`src/rtl/macfg_pkg.sv`:
```
package macfg_pkg;

  localparam int unsigned REG_W   = 64;
  localparam int unsigned BYTE_W  = 8;
  localparam int unsigned BASE_LSB = 24;
  localparam int unsigned BASE_W  = REG_W - BASE_LSB;

  // Lowest set bit of rem, limited to cap; returns cap when no lower bit is set.
  function automatic logic [3:0] pick_exp(input logic [31:0] rem, input int unsigned cap);
    logic [3:0] e;
    logic       found;
    e     = 4'(cap);
    found = 1'b0;
    for (int b = 0; b < 15; b++) begin
      if (!found && (b < int'(cap)) && rem[b]) begin
        e     = 4'(b);
        found = 1'b1;
      end
    end
    return e;
  endfunction

  // Packs base, exponent and fixed enable bits into an array register value.
  function automatic logic [REG_W-1:0] pack_reg(input logic [BASE_W-1:0] base,
                                                input logic [3:0] e);
    logic [REG_W-1:0] r;
    r        = {base, 24'h0};
    r[15:12] = e + 4'd1;
    r[2]     = 1'b1;
    r[0]     = 1'b1;
    return r;
  endfunction

  // Size byte from the exponent field of a register value.
  function automatic logic [BYTE_W-1:0] size_code(input logic [REG_W-1:0] r);
    logic [3:0] k;
    if (r[15:12] < 4'd3) k = 4'd2;
    else                 k = r[15:12] - 4'd1;
    return BYTE_W'(1) << (k - 4'd2);
  endfunction

  // Bit-permuted translation code for entry index j.
  function automatic logic [BYTE_W-1:0] dimm_code(input logic [4:0] j);
    return {3'b000, j[4], j[1], j[2], j[3], j[0]};
  endfunction

endpackage

```
`src/rtl/macfg_exp_pick.sv`:
```
module macfg_exp_pick
  import macfg_pkg::*;
#(
  parameter int unsigned SIZE_W  = 16,
  parameter int unsigned MAX_EXP = 8
) (
  input  logic [SIZE_W-1:0] rem_i,
  output logic [3:0]        exp_o,
  output logic [SIZE_W-1:0] step_o
);
  always_comb begin
    exp_o  = pick_exp(32'(rem_i), MAX_EXP);
    step_o = SIZE_W'(1) << exp_o;
  end
endmodule

```
`src/rtl/macfg_seq.sv`:
```
module macfg_seq
  import macfg_pkg::*;
#(
  parameter int unsigned SIZE_W  = 16,
  parameter int unsigned NUM_ARR = 4,
  parameter int unsigned IDX_W   = $clog2(NUM_ARR + 1)
) (
  input  logic                    clk,
  input  logic                    rst_n,
  input  logic                    start_i,
  input  logic [SIZE_W-1:0]       size_i,
  input  logic [3:0]              exp_i,
  input  logic [SIZE_W-1:0]       step_i,
  output logic [SIZE_W-1:0]       rem_o,
  output logic                    busy_o,
  output logic                    wr_en_o,
  output logic [IDX_W-1:0]        idx_o,
  output logic                    done_o,
  output logic [NUM_ARR*REG_W-1:0] arr_o
);
  logic [SIZE_W-1:0] rem_q, base_q;
  logic              busy_q, done_q;
  logic [IDX_W-1:0]  idx_q;
  logic [REG_W-1:0]  arr_q [NUM_ARR];
  logic              wr_en;

  assign wr_en = busy_q && (rem_q != '0) && (idx_q < IDX_W'(NUM_ARR));

  always_ff @(posedge clk) begin
    if (!rst_n) begin
      rem_q  <= '0;
      base_q <= '0;
      busy_q <= 1'b0;
      done_q <= 1'b0;
      idx_q  <= '0;
      for (int i = 0; i < int'(NUM_ARR); i++) arr_q[i] <= '0;
    end else begin
      done_q <= 1'b0;
      if (!busy_q) begin
        if (start_i) begin
          busy_q <= 1'b1;
          rem_q  <= size_i;
          base_q <= '0;
          idx_q  <= '0;
          for (int i = 0; i < int'(NUM_ARR); i++) arr_q[i] <= '0;
        end
      end else if (wr_en) begin
        for (int i = 0; i < int'(NUM_ARR); i++)
          if (idx_q == IDX_W'(i)) arr_q[i] <= pack_reg(BASE_W'(base_q), exp_i);
        base_q <= base_q + step_i;
        rem_q  <= rem_q - step_i;
        idx_q  <= idx_q + 1'b1;
      end else begin
        busy_q <= 1'b0;
        done_q <= 1'b1;
      end
    end
  end

  assign rem_o   = rem_q;
  assign busy_o  = busy_q;
  assign wr_en_o = wr_en;
  assign idx_o   = idx_q;
  assign done_o  = done_q;
  for (genvar g = 0; g < NUM_ARR; g++) begin : g_flat
    assign arr_o[g*REG_W +: REG_W] = arr_q[g];
  end

  assert_done_single_R9: assert property (@(posedge clk) disable iff (!rst_n)
    done_q |=> !done_q);
  assert_done_idle_R9: assert property (@(posedge clk) disable iff (!rst_n)
    done_q |-> !busy_q);
  assert_arr_limit_R5: assert property (@(posedge clk) disable iff (!rst_n)
    idx_q <= IDX_W'(NUM_ARR));
  assert_rem_drains_R5: assert property (@(posedge clk) disable iff (!rst_n)
    wr_en |=> rem_q < $past(rem_q));
  assert_start_ignored_R10: assert property (@(posedge clk) disable iff (!rst_n)
    (busy_q && start_i) |=> (idx_q != '0 || !busy_q));
endmodule

```
`src/rtl/macfg_decode.sv`:
```
module macfg_decode
  import macfg_pkg::*;
#(
  parameter int unsigned NUM_ARR      = 4,
  parameter int unsigned DIMM_PER_ARR = 8,
  parameter int unsigned DIMM_N       = NUM_ARR * DIMM_PER_ARR
) (
  input  logic                        clk,
  input  logic                        rst_n,
  input  logic [NUM_ARR*REG_W-1:0]    arr_i,
  output logic [NUM_ARR*BYTE_W-1:0]   cfg_o,
  output logic [NUM_ARR*BYTE_W-1:0]   size_o,
  output logic [DIMM_N*BYTE_W-1:0]    dimm_o
);
  logic [NUM_ARR-1:0] present;

  for (genvar a = 0; a < NUM_ARR; a++) begin : g_arr
    logic [REG_W-1:0] r;
    assign r          = arr_i[a*REG_W +: REG_W];
    assign present[a] = r[0];
    assign cfg_o[a*BYTE_W +: BYTE_W]  = present[a] ? (8'hF0 | BYTE_W'(a)) : 8'h04;
    assign size_o[a*BYTE_W +: BYTE_W] = present[a] ? size_code(r) : 8'h00;

    assert_absent_codes_R6: assert property (@(posedge clk) disable iff (!rst_n)
      (r == '0) |-> (cfg_o[a*BYTE_W +: BYTE_W] == 8'h04 && size_o[a*BYTE_W +: BYTE_W] == 8'h00));
    assert_size_nonzero_R7: assert property (@(posedge clk) disable iff (!rst_n)
      present[a] |-> $onehot(size_o[a*BYTE_W +: BYTE_W]));
  end

  for (genvar j = 0; j < DIMM_N; j++) begin : g_dimm
    assign dimm_o[j*BYTE_W +: BYTE_W] = present[j / DIMM_PER_ARR] ? dimm_code(5'(j)) : 8'h20;
  end
endmodule

```
`src/rtl/mem_array_configurator.sv`:
```
module mem_array_configurator
  import macfg_pkg::*;
#(
  parameter int unsigned SIZE_W       = 16,
  parameter int unsigned NUM_ARR      = 4,
  parameter int unsigned MAX_EXP      = 8,
  parameter int unsigned DIMM_PER_ARR = 8
) (
  input  logic                                  clk,
  input  logic                                  rst_n,
  input  logic                                  start_i,
  input  logic [SIZE_W-1:0]                     size_i,
  output logic                                  done_o,
  output logic [NUM_ARR*64-1:0]                 arr_reg_o,
  output logic [NUM_ARR*8-1:0]                  cfg_o,
  output logic [NUM_ARR*8-1:0]                  size_o,
  output logic [NUM_ARR*DIMM_PER_ARR*8-1:0]     dimm_o
);
  localparam int unsigned IDX_W  = $clog2(NUM_ARR + 1);
  localparam int unsigned DIMM_N = NUM_ARR * DIMM_PER_ARR;

  logic [SIZE_W-1:0] rem, step;
  logic [3:0]        exp_m;
  logic              busy, wr_en;
  logic [IDX_W-1:0]  idx;

  macfg_exp_pick #(.SIZE_W(SIZE_W), .MAX_EXP(MAX_EXP)) u_pick (
    .rem_i(rem), .exp_o(exp_m), .step_o(step)
  );

  macfg_seq #(.SIZE_W(SIZE_W), .NUM_ARR(NUM_ARR), .IDX_W(IDX_W)) u_seq (
    .clk(clk), .rst_n(rst_n), .start_i(start_i), .size_i(size_i),
    .exp_i(exp_m), .step_i(step), .rem_o(rem), .busy_o(busy),
    .wr_en_o(wr_en), .idx_o(idx), .done_o(done_o), .arr_o(arr_reg_o)
  );

  macfg_decode #(.NUM_ARR(NUM_ARR), .DIMM_PER_ARR(DIMM_PER_ARR), .DIMM_N(DIMM_N)) u_dec (
    .clk(clk), .rst_n(rst_n), .arr_i(arr_reg_o),
    .cfg_o(cfg_o), .size_o(size_o), .dimm_o(dimm_o)
  );

  assert_exp_cap_R3: assert property (@(posedge clk) disable iff (!rst_n)
    wr_en |-> exp_m <= 4'(MAX_EXP));
  assert_exp_lowest_R3: assert property (@(posedge clk) disable iff (!rst_n)
    wr_en |-> ((rem & (step - 1'b1)) == '0));
  assert_exp_hit_R3: assert property (@(posedge clk) disable iff (!rst_n)
    (wr_en && exp_m < 4'(MAX_EXP)) |-> rem[exp_m]);
  assert_idx_busy_R5: assert property (@(posedge clk) disable iff (!rst_n)
    wr_en |-> (busy && idx < IDX_W'(NUM_ARR)));
endmodule

```
`config.mk`:
```
export PLATFORM = sky130hd
export DESIGN_NAME = mem_array_configurator
export DESIGN_NICKNAME = d
export VERILOG_FILES = /design/src/rtl/macfg_pkg.sv /design/src/rtl/macfg_exp_pick.sv /design/src/rtl/macfg_seq.sv /design/src/rtl/macfg_decode.sv /design/src/rtl/mem_array_configurator.sv
export SDC_FILE = /design/constraint.sdc
export NUM_CORES = 1
export LEC_CHECK = 0
export BUFFER_PORTS_ARGS = -buffer_cell sky130_fd_sc_hd__buf_4
export CAP_MARGIN = 0
export CORE_AREA = 3 3 232 234
export CTS_BUF_LIST = sky130_fd_sc_hd__clkbuf_4
export CTS_CLUSTER_SIZE = 16
export DETAILED_ROUTE_END_ITERATION = 10
export DIE_AREA = 0 0 235 237
export PLACE_DENSITY_LB_ADDON = 0.12
export SETUP_SLACK_MARGIN = 0.4
export SYNTH_ARGS = -nofsm -noshare
export SYNTH_HDL_FRONTEND = slang
export SYNTH_SLANG_ARGS = --single-unit
```
`constraint.sdc`:
```
create_clock -name clk -period 4.4 [get_ports clk]
set_clock_uncertainty 0.15 [all_clocks]
set_input_delay 0.88 -clock clk [delete_from_list [all_inputs] [get_ports clk]]
set_output_delay 0.88 -clock clk [all_outputs]
set_load 0.05 [all_outputs]
```
# After elaboration in Yosys (flattened, before gate mapping)
# Memory sizes are Yosys's and may differ from the RTL's.
# Index checks and enable logic that the tools add are counted.
op_classes:
  n_shift: 5
  n_mux: 104
  n_eq_ne: 4
  n_reduce_logical: 21
  n_div: 0
  addsub: 12
  mul: 0
  bitwise: 8
  order_cmp: 5
ops:
  columns: ["cell", "count"]
  rows:
  - ["$mux 6", 32]
  - ["$mux 22", 8]
  - ["$mux 16", 6]
  - ["$mux 8", 8]
  - ["$mux 4", 12]
  - ["$mux 1", 35]
  - ["$shl 1x4->8 const A", 4]
  - ["$add 16x16->16", 1]
  - ["$lt 4x2->1 const B", 4]
  - ["$reduce_bool 16->1", 1]
  - ["$shl 1x4->16 const A", 1]
  - ["$sub 16x16->16", 1]
  - ["$sub 4x1->4 const B", 4]
  - ["$sub 4x2->4 const B", 4]
  - ["$logic_and 1x1->1", 9]
  - ["$mux 3", 3]
  - ["$or 1x1->1", 8]
  - ["$logic_not 1->1", 7]
  - ["$eq 3x2->1 const B", 2]
  - ["$add 4x1->4 const B", 1]
  - ["$reduce_and 2->1", 2]
  - ["$add 3x1->3 const B", 1]
  - ["$eq 3x1->1 const B", 1]
  - ["$logic_not 3->1", 1]
  - ["3 further kinds", 3]
word_totals:
  ram_bits: 88
  output_inout_bits: 577
  rom_bits: 0
  mem_count: 1
  latch_bits: 0
  elab_cells: 165
  reg_bits: 37
  inputBits: 19
mem_list:
  columns: ["name", "depth", "width", "rd", "rd_ports_with_merged_regs", "wr", "line_no", "rtl"]
  rows:
  - ["u_seq.arr_q", 4, 22, 4, 0, 4, "macfg_seq.sv:24", "logic [REG_W-1:0] arr_q [NUM_ARR];"]

# Logic depth before layout (Yosys ltp)
# Gate-level depths: netlist (run 1).
logic_depth:
  depth_word: 26
  mapped_depth: 18
  mapped_depth_nobuf: 18

# Hierarchy
# A second synthesis (run 1) with hierarchy kept.
unflattened:
  hier_cells: 1216
  area_unflattened_um2: 10480.1
by_module_without_submodules:
  columns: ["mod", "cells_per_inst", "seq_area_each_um2", "area_per_inst_um2", "n_inst"]
  rows:
  - ["macfg_seq", 763, 3032.9, 7229.4, 1]
  - ["macfg_decode", 420, 0.0, 3037.9, 1]
  - ["macfg_exp_pick", 33, 0.0, 212.7, 1]

# Worst setup path after synthesis (run 1)
# Ideal clock, no wire load.
synth_timing:
  path_type: "register to output"
  start: "memory u_seq.arr_q[3][0] (netlist bit)"
  end: "output port size_o[29]"
  path_stages_with_launch: 4
  arrival_time_ps: 3918
  path_buffers: 0
  setup_slack_ps: -548
  required_ps: 3370
  path_cell_list: "dfxtp_1 inv_1 or3_1 nor4_1"
synth_lines:
  columns: ["element", "line_no", "rtl"]
  rows:
  - ["from (decl)", "macfg_seq.sv:24", null]
  - ["to (decl)", "mem_array_configurator.sv:16", "output logic [NUM_ARR*8-1:0] size_o,"]

==> out/metrics.yaml, run 1 <==
status: "finished, final reports clean"
syn_area_per_cell_um2: 8.540
nets: 1465
antenna_found_initial: 2
n_fill_cell: 5771
synth_cell_types: 56
io_buffers: 275
wl_per_cell_um: 14.88
ir_drop_v: 0.0001288
holdBufCountCts: 0
die_area_um2: 55700
ant_nets: 0
grt_max_degree: 39
core_um2: 52240
gp_congestion: 0.7992
vias: 7356
remaining_drc_errors: 0
cp.arrival_ns: 2.85
fin_area_um2: 11950
yosysSeqAreaShare_pct: 29.25
drtIter0Drc: 325
setup_viol: 0
yosys_warnings: 0
grt_pass1_vias: 6804
synth_edf_count: 61
die_x_um: 235
p_leak_nw: 6.018
fin_crit_sh_pct: 88.15
maxSlewViolCount: 0
critPathLaunchType: "flop"
hold_class: "reg2reg"
finalSetupTns_ns: 0
power_mw: 4.366
slew_headroom_pct: 42.12
place_hpwl_um: 23960
htreeDepth: 4
num_io_pins: 596
clkSlewWorstSetupHoldPaths_ns: 0.12
dpl-instance-area_um2: 11230
first_pass_iters: 4
async_flop_share_pct: 0
globalRouteOverflowTotal: 0
cts_buffer_depth: 2
final_cell_mix: "conb_1, buf_4, nand2_1, edfxtp_1, dfxtp_1"
hold_violations: 0
grt_use_met3_pct: 2.609
drive_above_1_share_pct: 30.53
cts_tree: "built"
vias_per_cell: 3.518
maxCapViolations: 0
ys.flop_type: "edfxtp_1"
gr-usage-met2_pct: 17.72
crit_fanout: 3
grt_pass1_wl_um: 44590
cp-end-kind: "output pin"
gr-max-usage-layer: "met2"
grt_util_met1_pct: 13.34
pwr_density_cell_nw_per_um2: 365.3
final_core_util_pct: 22.88
crit_type: "reg2out"
ys_ff_latch: 121
area_growth_pct: 15.30
cts_num_sinks: 121
min_period_ns: 3.878
cts-root-buf: "clkbuf_4"
layout_commonest_cell: "conb_1"
cp.required_ns: 3.37
worst_skew_pair.late_latency_ns: 0.56
numCtsBuffers: 17
syn-instance-count: 1214
num_rows: 84
netlist_area_um2: 10370
rsz0062_at_grt: "yes"
grt_usage_pct: 10.47
die_y_um: 237
fmax_ghz: 0.2578
initial_core_util_pct: 19.85
max_slew.worst_pin.slew_ns: 0.8602
wl_um: 31110
-- routing by layer --
layer | vias to the layer above | routed length, um
li1 | 3635 | -
met1 | 3453 | 13530
met2 | 252 | 15470
met3 | 16 | 1718
met4 | 0 | 400
met5 | - | 0
-- metrics by stage --
stage / setup slack (ns) / cells / hold slack, ns
CTS: 0.3784 / 2087 / 0.3149
global route: 0.3060 / 2091 / 0.3380
finish: 0.5215 / 2091 / 0.3100
global placement: 0.3704 / 2037 / 0.2949
floorplan: 0.1194 / 1538 / 0.3095
detailed placement: 0.3057 / 2037 / 0.2952
-- repair_timing --
action	CTS	global route
gates resized for setup	44	41
buffers inserted	18	3
endpoints found under the setup margin	33	29
pin swaps	18	11
-- synth_stat cells (15+ instances only) --
cell	number	area [um^2]
and3_1	47	294.0
and2_1	21	131.4
xnor2_1	19	166.4
xor2_1	15	131.4
nand3_1	34	170.2
a21oi_1	43	215.2
o21ai_0	21	105.1
nor2_1	54	202.7
nor3_1	23	115.1
inv_1	40	150.1
ha_1	55	688.2
clkbuf_1	22	82.58
edfxtp_1	61	1832
buf_4	456	3423
nand2_1	106	397.9
dfxtp_1	60	1201
-- cells by family (layout without fill, tap and decap cells) --
family          Yosys count  in the layout  share of synthesized area [%]
mux                      10             10                         0.9776
fa+ha+maj                57             57                          7.024
buf+inv                 528            392                          35.96
xor+xnor                 34             34                          2.872
flops                   121            121                          29.25
compound gates          133            133                          8.315
other cells               2            327                        0.07244
simple gates            329            329                          15.52
-- critical path, stage by stage (launching register included) --
cell      delay, ns
edfxtp_1       0.46
ha_2           0.22
or3_4          0.35
buf_6          0.13
nand2_2        0.07
ha_4           0.21
or3_4          0.38
buf_4          0.17
nor3_4         0.11
buf_6          0.18
-- final cells by class --
class                      count  area [um^2]  area share [%]
clock buffer                  21        157.7           1.319
clock inverter                11        61.31          0.5129
tap                          688        860.8           7.201
inverter                      42        157.7           1.319
sequential                   121         3045           25.48
timing repair buffer         318         2425           20.28
multi-input combinational    889         5244           43.87
antenna                        1        2.502         0.02093
-- registers in the layout, summed over array words and instances, names as in the netlist --
name and flops:
u_seq.done_o 1, u_seq.rem_o 16, u_seq.busy_o 1, u_seq.base_q 16, u_seq.arr_q 84, u_seq.idx_o 3
-- final timing paths --
kind                          start                end  slack (ns)  cells past startpoint
setup / recovery  u_seq.arr_q[0][2]          size_o[7]        0.52                      9
setup reg to reg     u_seq.rem_o[3]   u_seq.base_q[14]        0.61                     16
hold / removal    u_seq.arr_q[2][9]  u_seq.arr_q[2][9]        0.31                      2
hold reg to reg   u_seq.arr_q[2][9]  u_seq.arr_q[2][9]        0.31                      2
-- power by group --
group	switching [mW]	leakage (nW)	total [mW]	internal (mW)
combinational	1.71	4.73	2.31	0.600
clock	0.457	0.123	0.695	0.238
sequential	0.0948	1.16	1.36	1.27
total	2.26	6.02	4.37	2.10
Note: power is estimated with default switching activity, not from simulation.
==> run 2: changes to the inputs <==
--- a/config.mk
+++ b/config.mk
@@ -13,7 +13,9 @@
 export DETAILED_ROUTE_END_ITERATION = 10
 export DIE_AREA = 0 0 235 237
 export PLACE_DENSITY_LB_ADDON = 0.12
+export REMOVE_ABC_BUFFERS = 1
 export SETUP_SLACK_MARGIN = 0.4
+export SLEW_MARGIN = 10
 export SYNTH_ARGS = -nofsm -noshare
 export SYNTH_HDL_FRONTEND = slang
 export SYNTH_SLANG_ARGS = --single-unit
==> run 2 against run 1 <==
Net effect: first-iteration DRC count decreased by 35%; via count rose by 0.75%; utilization is 0.074 points higher; fmax shrank 0.64%; sequential power about the same; non-clock buffer count is 8 lower; critical path depth is the same; worst setup slack lost 0.025 ns; total power rose by 5.9%; global-route usage down 0.70 points; largest power group unchanged.
==> out/metrics.yaml, run 2 (synthesis results as in run 1) <==
drive_above_1_share_pct: 29.63
layout_commonest_cell: "conb_1"
pwr_density_cell_nw_per_um2: 385.4
cts_tree: "built"
clkSlewWorstSetupHoldPaths_ns: 0.12
htreeDepth: 4
cts_num_sinks: 121
die_area_um2: 55700
p_leak_nw: 6.053
vias_per_cell: 3.558
wl_um: 29710
slew_headroom_pct: 40.03
num_rows: 84
drtIter0Drc: 212
cp.arrival_ns: 2.87
core_um2: 52240
wl_per_cell_um: 14.26
io_buffers: 275
ant_nets: 0
grt_pass1_vias: 6872
grt_usage_pct: 9.765
cp_slowest_stage_delay_ns: 0.45
final_cell_mix: "conb_1, buf_4, nand2_1, edfxtp_1, dfxtp_1"
gp_congestion: 0.7831
fmax_ghz: 0.2562
die_x_um: 235
antenna_found_initial: 2
grt_max_degree: 39
remaining_drc_errors: 0
dpl-instance-area_um2: 11120
largest_register_ffs: 84
critPathMostFrequentCell: "or3_4"
min_period_ns: 3.903
cp.required_ns: 3.37
initial_core_util_pct: 19.85
setup_viol: 0
hold_violations: 0
crit_type: "reg2out"
first_pass_iters: 5
num_io_pins: 596
holdBufCountCts: 0
die_y_um: 237
crit_chain: "ha_2, or3_4, nand2_4, inv_2, ha_4, xnor2_2, or3_4, nor4_4, buf_6"
globalRouteOverflowTotal: 0
ir_drop_v: 0.0002043
crit_fanout: 4
maxCapViolations: 0
max_slew.worst_pin.slew_ns: 0.8913
final_core_util_pct: 22.96
vias: 7411
place_hpwl_um: 22800
hold_class: "reg2reg"
cts_buffer_depth: 2
cts-root-buf: "clkbuf_4"
cpMaxStageDelayCell: "edfxtp_1"
numCtsBuffers: 17
fin_crit_sh_pct: 88.71
nets: 1457
top_register: "u_seq.arr_q"
worst_skew_pair.late_latency_ns: 0.56
area_growth_pct: 15.68
fin_area_um2: 11990
rsz0062_at_grt: "yes"
maxSlewViolCount: 0
cp-end-kind: "output pin"
status: "finished, final reports clean"
grt_pass1_wl_um: 42700
critPathLaunchType: "flop"
[run 2: cell count changes in the layout (fill, tap and decap cells not counted), sizes merged]
cell      delta
buf          -8
bufinv       +4
clkbuf       -4
clkinv       -2
clkinvlp     -2
inv          +4
[run 2: repair_timing]
action,4_1_cts,5_1_grt
hold endpoints to repair,0,0
setup buffers,6,8
gates cloned,0,0
setup endpoints to repair,25,36
resized for setup,24,75
pin swaps,0,14
[run 2: through the flow]
stage	cells	hold WS [ns]	setup slack [ns]	setup TNS, ns	total power [mW]
4_1_cts	2074	0.3168	0.3881	0	4.592
2_1_floorplan	1052	0.3095	-23.38	-1756.51	3.042
3_3_place_gp	2036	0.2988	0.2794	0	3.577
6_report	2083	0.3105	0.4967	0	4.622
5_1_grt	2083	0.3328	0.2926	0	4.895
3_5_place_dp	2036	0.2991	0.2344	0	3.556
[run 2: worst paths after layout]
path | from | to | slack (ns) | cells after the start
hold reg to reg | u_seq.arr_q[2][10] | u_seq.arr_q[2][10] | 0.31 | 2
hold / removal | u_seq.arr_q[2][10] | u_seq.arr_q[2][10] | 0.31 | 2
setup / recovery | u_seq.arr_q[0][2] | size_o[5] | 0.50 | 9
setup reg to reg | u_seq.rem_o[2] | u_seq.base_q[14] | 0.58 | 16
[run 2: layout make-up]
type | instances | area [um^2]
flip-flops and latches | 121 | 3049
fillers | 5721 | 40240
inverters | 42 | 157.7
multi-input cells | 889 | 5185
clock buffers | 17 | 127.6
clock inverters | 15 | 212.7
repair buffers | 310 | 2397
diodes | 1 | 2.502
well taps | 688 | 860.8
[run 2: layer usage]
layer	up-vias	global-route usage [%]	share of wire, %
li1	3605	-	-
met1	3473	12.28	43
met2	316	16.88	50
met3	15	2.341	6.3
met4	2	2.263	0.93
met5	-	0	0.044
[run 2: critical path, delay by kind of cell, from the launching register on]
| family | cells | cell delay, ns |
|---|---|---|
| adders and majority gates | 2 | 0.36 |
| and+or+nand+nor | 4 | 1.13 |
| buffers and inverters | 2 | 0.25 |
| DFF | 1 | 0.45 |
| xor gates and xnor gates | 1 | 0.13 |
[run 2: power by group]
group	switching [mW]	internal [mW]
sequential	0.0869	1.27
clock	0.518	0.464
combinational	1.70	0.587
total	2.30	2.32
